`src/rtl/pmctl_pkg.sv`:
```
package pmctl_pkg;
  // Control byte field positions (host software decodes these)
  localparam int BIT_SUSP = 0;
  localparam int BIT_MODE = 1;
  localparam int BIT_EN   = 2;
  localparam int BIT_IE   = 3;
  localparam int BIT_FLAG = 4;

  // Register addresses
  localparam int ADDR_CTRL = 0;
  localparam int ADDR_RING = 1;

  typedef struct packed {
    logic flag;
    logic ie;
    logic en;
    logic mode;
  } wake_cfg_t;
endpackage

```
`src/rtl/pmctl_wake.sv`:
```
module pmctl_wake
  import pmctl_pkg::*;
#(
  parameter int DATA_W = 8
) (
  input  logic              clk,
  input  logic              rst_any,
  input  logic              wr_ctrl,
  input  logic [DATA_W-1:0] wr_data,
  input  logic              pwr_good,
  input  logic              wake_frame,
  input  logic              gint_en,
  output wake_cfg_t         cfg,
  output logic              wake_active,
  output logic              irq
);
  logic set_flag;
  logic clr_flag;

  assign set_flag = wake_active & wake_frame;
  assign clr_flag = wr_ctrl & wr_data[BIT_FLAG];

  // Configuration bits: only resets clear them, stop does not
  always_ff @(posedge clk) begin
    if (rst_any) begin
      cfg <= '0;
    end else begin
      if (wr_ctrl) begin
        cfg.ie   <= wr_data[BIT_IE];
        cfg.en   <= wr_data[BIT_EN];
        cfg.mode <= wr_data[BIT_MODE];
      end
      if (set_flag)      cfg.flag <= 1'b1;
      else if (clr_flag) cfg.flag <= 1'b0;
    end
  end

  // Registered outputs
  always_ff @(posedge clk) begin
    if (rst_any) begin
      wake_active <= 1'b0;
      irq         <= 1'b0;
    end else begin
      wake_active <= cfg.mode & (pwr_good | cfg.en);
      irq         <= cfg.flag & cfg.ie & gint_en;
    end
  end
endmodule

```
`src/rtl/pmctl_susp.sv`:
```
module pmctl_susp (
  input  logic clk,
  input  logic rst_any,
  input  logic stop,
  input  logic wr_ctrl,
  input  logic wr_bit,
  input  logic susp_ack,
  output logic susp_req,
  output logic susp_stat
);
  always_ff @(posedge clk) begin
    if (rst_any || stop) begin
      susp_req <= 1'b0;
    end else if (wr_ctrl) begin
      susp_req <= wr_bit;
    end
  end

  // Reported only once the buffer manager confirms entry
  assign susp_stat = susp_req & susp_ack;
endmodule

```
`src/rtl/pmctl_rdmux.sv`:
```
module pmctl_rdmux
  import pmctl_pkg::*;
#(
  parameter int DATA_W = 8,
  parameter int ADDR_W = 2,
  parameter int RING_W = 4
) (
  input  logic              clk,
  input  logic              rst_any,
  input  logic              rd_en,
  input  logic [ADDR_W-1:0] rd_addr,
  input  wake_cfg_t         cfg,
  input  logic              susp_stat,
  input  logic              stop,
  input  logic [RING_W-1:0] ring_len,
  output logic [DATA_W-1:0] rd_data
);
  localparam int CTRL_BITS = BIT_FLAG + 1;

  logic [DATA_W-1:0] ctrl_word;
  logic [DATA_W-1:0] ring_word;
  logic [DATA_W-1:0] rd_next;
  logic              ring_open;

  assign ring_open = stop | susp_stat;

  always_comb begin
    ctrl_word           = '0;
    ctrl_word[BIT_SUSP] = susp_stat;
    ctrl_word[BIT_MODE] = cfg.mode;
    ctrl_word[BIT_EN]   = cfg.en;
    ctrl_word[BIT_IE]   = cfg.ie;
    ctrl_word[BIT_FLAG] = cfg.flag;
  end

  generate
    if (RING_W >= DATA_W) begin : g_ring_trunc
      assign ring_word = ring_open ? ring_len[DATA_W-1:0] : '0;
    end else begin : g_ring_ext
      assign ring_word = ring_open ? {{(DATA_W-RING_W){1'b0}}, ring_len} : '0;
    end
    if (DATA_W < CTRL_BITS) begin : g_bad_width
      initial $error("DATA_W too small for control fields");
    end
  endgenerate

  always_comb begin
    if (rd_addr == ADDR_W'(ADDR_CTRL))      rd_next = ctrl_word;
    else if (rd_addr == ADDR_W'(ADDR_RING)) rd_next = ring_word;
    else                                    rd_next = '0;
  end

  always_ff @(posedge clk) begin
    if (rst_any)    rd_data <= '0;
    else if (rd_en) rd_data <= rd_next;
  end
endmodule

```
`src/rtl/pmctl_reg.sv`:
```
module pmctl_reg
  import pmctl_pkg::*;
#(
  parameter int DATA_W = 8,
  parameter int ADDR_W = 2,
  parameter int RING_W = 4
) (
  input  logic              clk,
  input  logic              rst,
  input  logic              soft_rst,
  input  logic              stop,
  input  logic              wr_en,
  input  logic [ADDR_W-1:0] wr_addr,
  input  logic [DATA_W-1:0] wr_data,
  input  logic              rd_en,
  input  logic [ADDR_W-1:0] rd_addr,
  output logic [DATA_W-1:0] rd_data,
  input  logic              pwr_good,
  input  logic              wake_frame,
  input  logic              gint_en,
  input  logic              susp_ack,
  input  logic [RING_W-1:0] ring_len,
  output logic              irq,
  output logic              wake_active,
  output logic              susp_req
);
  logic      rst_any;
  logic      wr_ctrl;
  logic      susp_stat;
  wake_cfg_t cfg;

  assign rst_any = rst | soft_rst;
  assign wr_ctrl = wr_en & (wr_addr == ADDR_W'(ADDR_CTRL));

  pmctl_wake #(.DATA_W(DATA_W)) u_wake (
    .clk        (clk),
    .rst_any    (rst_any),
    .wr_ctrl    (wr_ctrl),
    .wr_data    (wr_data),
    .pwr_good   (pwr_good),
    .wake_frame (wake_frame),
    .gint_en    (gint_en),
    .cfg        (cfg),
    .wake_active(wake_active),
    .irq        (irq)
  );

  pmctl_susp u_susp (
    .clk      (clk),
    .rst_any  (rst_any),
    .stop     (stop),
    .wr_ctrl  (wr_ctrl),
    .wr_bit   (wr_data[BIT_SUSP]),
    .susp_ack (susp_ack),
    .susp_req (susp_req),
    .susp_stat(susp_stat)
  );

  pmctl_rdmux #(.DATA_W(DATA_W), .ADDR_W(ADDR_W), .RING_W(RING_W)) u_rd (
    .clk      (clk),
    .rst_any  (rst_any),
    .rd_en    (rd_en),
    .rd_addr  (rd_addr),
    .cfg      (cfg),
    .susp_stat(susp_stat),
    .stop     (stop),
    .ring_len (ring_len),
    .rd_data  (rd_data)
  );
endmodule

```
`config.mk`:
```
export PLATFORM = sky130hd
export DESIGN_NAME = pmctl_reg
export DESIGN_NICKNAME = d
export VERILOG_FILES = /design/src/rtl/pmctl_pkg.sv /design/src/rtl/pmctl_wake.sv /design/src/rtl/pmctl_susp.sv /design/src/rtl/pmctl_rdmux.sv /design/src/rtl/pmctl_reg.sv
export SDC_FILE = /design/constraint.sdc
export NUM_CORES = 1
export LEC_CHECK = 0
export CORE_MARGIN = 3
export CORE_UTILIZATION = 40
export DETAILED_ROUTE_END_ITERATION = 8
export DONT_BUFFER_PORTS = 1
export PLACE_DENSITY_LB_ADDON = 0.12
export SYNTH_ARGS = -nofsm -noshare
export SYNTH_HDL_FRONTEND = slang
export SYNTH_HIERARCHICAL = 1
export SYNTH_SLANG_ARGS = --single-unit
```
`constraint.sdc`:
```
create_clock -name clk -period 2.8 [get_ports clk]
set_clock_uncertainty 0.1 [all_clocks]
set_input_delay 0.42 -clock clk [delete_from_list [all_inputs] [get_ports clk]]
set_output_delay 0.42 -clock clk [all_outputs]
set_load 0.01 [all_outputs]
```
==> run_results.csv <==
group,metric,value,unit
logic_synthesis,synthTopCellsByArea,"dfxtp_1, mux2i_1, a32oi_1",
logic_synthesis,yosysMostFrequentCell,"dfxtp_1",
timing,finalHoldViolations,0,
logic_synthesis,synth_cell_types,21,
clocking,cts_buffers,3,
worst_setup_path,cp_data_required_time,2840,ps
timing,worst_slew_pin_slew,498,ps
logic_synthesis,synth-edff-count,0,
logic_synthesis,synth_compound_area_share,16.3,%
timing,tns,0,ps
cells_and_area,fin_cells,68,
floorplanning,initial_core_util,45.0,%
global_routing,antenna_found_initial,0,
timing,finalWorstSetupSlack,1450,ps
worst_setup_path,critPathMaxFanout,4,
clocking,clkLatencyLatePin,270,ps
logic_synthesis,synth_adder_area_share,0,%
timing,fin_crit,1350,ps
cells_and_area,synthToLayoutAreaGrowth,6.49,%
clocking,cts_resized,0,
timing,setup_viol,0,
timing,whs,108,ps
global_routing,grt_remaining_overflow,0,
job,max-cap-violations,0,
routing,vias,393,
routing,ant_nets,0,
global_routing,grt_pass1_vias,357,
placement,hpwl,878,um
clocking,cts_root_buf,"clkbuf_4",
worst_setup_path,criticalPathCategory,"reg -> reg",
timing,finalCritPeriodShare,48.2,%
routing,wl_per_cell,16.2,um
power,irDropWorstVdd,208,uV
routing,drc,0,
logic_synthesis,synth_seq_cells,12,
placement,numPlacedInstances,64,
logic_synthesis,syn_area,520,um2
worst_setup_path,cp-start-kind,"flip-flop",
placement,gp_congestion,0.682,
floorplanning,die_w,42.1,um
logic_synthesis,ys.flop_type,"dfxtp_1",
global_routing,grt_pass1_wl,1630,um
timing,max_slew_margin,66.6,%
worst_setup_path,crit_arrival,1390,ps
clocking,path_clk_slew,80,ps
power,swShare,21.3,%
power,p_int,0.260,mW
floorplanning,die_h,42.1,um
clocking,cts_setup_buffers,0,
worst_setup_path,endpoint_kind,"flip-flop",
logic_synthesis,synth_xor_area_share,0,%
routing,first_iter_violations,2,
clocking,htree_levels,1,
clocking,cts_hold_buf,0,
run_status,status,"completed",
logic_synthesis,async_reset_ff_share,0,%
routing,viasPerCell,5.78,
cells_and_area,antennaDiodeCount,0,
routing,firstDrtPassIters,2,
power,comb_power_share,5.8,%
logic_synthesis,yosys.area_share.simple,23.8,%
clocking,cts_tree,"yes",
clocking,cts.path.max_buffers,2,
worst_hold_path,hp-class,"in -> reg",
logic_synthesis,synth_commonest_cells,"dfxtp_1, nor2_1, a211oi_1, a32oi_1, mux2i_1",
placement,io_buffers,0,
logic_synthesis,synthMuxAreaShare,7.69,%
timing,maxSlewViolCount,0,
cells_and_area,fin_nets,81,
logic_synthesis,ys_seq_area_share,46.2,%
floorplanning,core,1160,um2
floorplanning,boundaryPins,37,
cells_and_area,layout-drive-gt1-share,14.8,%
logic_synthesis,synth_top_area_share,46.2,%
global_routing,grt_start_max_net_pins,13,
logic_synthesis,syn_avg_cell_area,10.0,um2
power,switchingPower,0.0705,mW
global_routing,grt_usage,12.4,%
timing,rsz0062_at_grt,"no",
logic_synthesis,yosysWarnings,6,
power,p_per_area,597,nW/um2
logic_synthesis,synth_top_family_by_area,"simple AND/OR/NAND/NOR gates",
routing,drt-total-wl,1100,um
logic_synthesis,synth_cells,52,
floorplanning,dieArea,1770,um2
power,p_seq_share,53.2,%
placement,post-place-ws,1380,ps
clocking,clkSinkCount,12,
logic_synthesis,synth_top_cell_by_area,"dfxtp_1",
floorplanning,rows,12,
power,power_frac_clock,41.0,%
timing,max_freq,741,MHz
power,power,0.331,mW
power,p_leak,0.189,nW
sequential cells by signal (all words and copies together) (netlist names):
signal,flops
u_wake/cfg,4
u_wake/irq,1
u_susp/susp_req,1
u_rd/rd_data,5
u_wake/wake_active,1
per-layer routing:
metal	track usage, %	up-vias	wire length, um
li1	-	187	-
met1	12.6	183	424
met2	18.8	23	536
met3	9.44	0	140
met4	5.59	0	0
met5	0	-	0
cell type report:
cell class / instances / area, um2
Clock buffer: 4 / 36.3
Tap cell: 14 / 17.5
Sequential cell: 12 / 240
Multi-Input combinational cell: 38 / 260
Fill cell: 102 / 602
cell families after synthesis:
logic type             count (synthesis)
buffers and inverters                  4
muxes                                  4
AOI/OAI and AO/OA                     11
DFF                                   12
other                                  1
and+or+nand+nor                       20
final timing paths:
kind / startpoint / endpoint / slack (ps) / cells after the start
hold reg to reg: u_wake/cfg[0]$_SDFFE_PP0P_ / u_wake/wake_active$_SDFF_PP0_ / 410 / 1
hold / removal: stop / u_susp/susp_req$_SDFFE_PP0P_ / 110 / 1
setup / recovery: u_susp/susp_req$_SDFFE_PP0P_ / u_rd/rd_data[1]$_SDFFE_PP0P_ / 1450 / 4
setup reg to reg: u_susp/susp_req$_SDFFE_PP0P_ / u_rd/rd_data[1]$_SDFFE_PP0P_ / 1450 / 4
placed cells by master (no fill, tap or decap), drive strengths merged, types with 2 or more instances in the layout:
master and count:
a21oi 2, or2 2, a32oi 4, a211oi 4, mux2i 4, nor2 9, clkbuf 4, dfxtp 12
conb 3, nor3b 2
through the flow:
| step | util (%) | cell area (um2) |
|---|---|---|
| 2_1_floorplan | - | 528 |
| 3_3_place_gp | 44.8 | 518 |
| 3_5_place_dp | 44.8 | 518 |
| 4_1_cts | 47.9 | 554 |
| 5_1_grt | 47.9 | 554 |
| 6_report | 47.9 | 554 |
worst max-delay path, stage by stage (launching register included):
cell,delay (ps)
dfxtp_1,350
and2_1,160
or2_1,270
a32oi_1,230
a211oi_1,100
power groups by stage:
| stage | Clock, mW | Combinational [mW] | Sequential [mW] |
|---|---|---|---|
| finish | 0.136 | 0.0192 | 0.176 |
| global route | 0.150 | 0.0211 | 0.176 |
| CTS | 0.140 | 0.0190 | 0.176 |
| detailed placement | 0 | 0.0189 | 0.180 |
| global placement | 0 | 0.0182 | 0.180 |
| floorplan | 0 | 0.0213 | 0.179 |
Power figures use the tool's default switching activity.
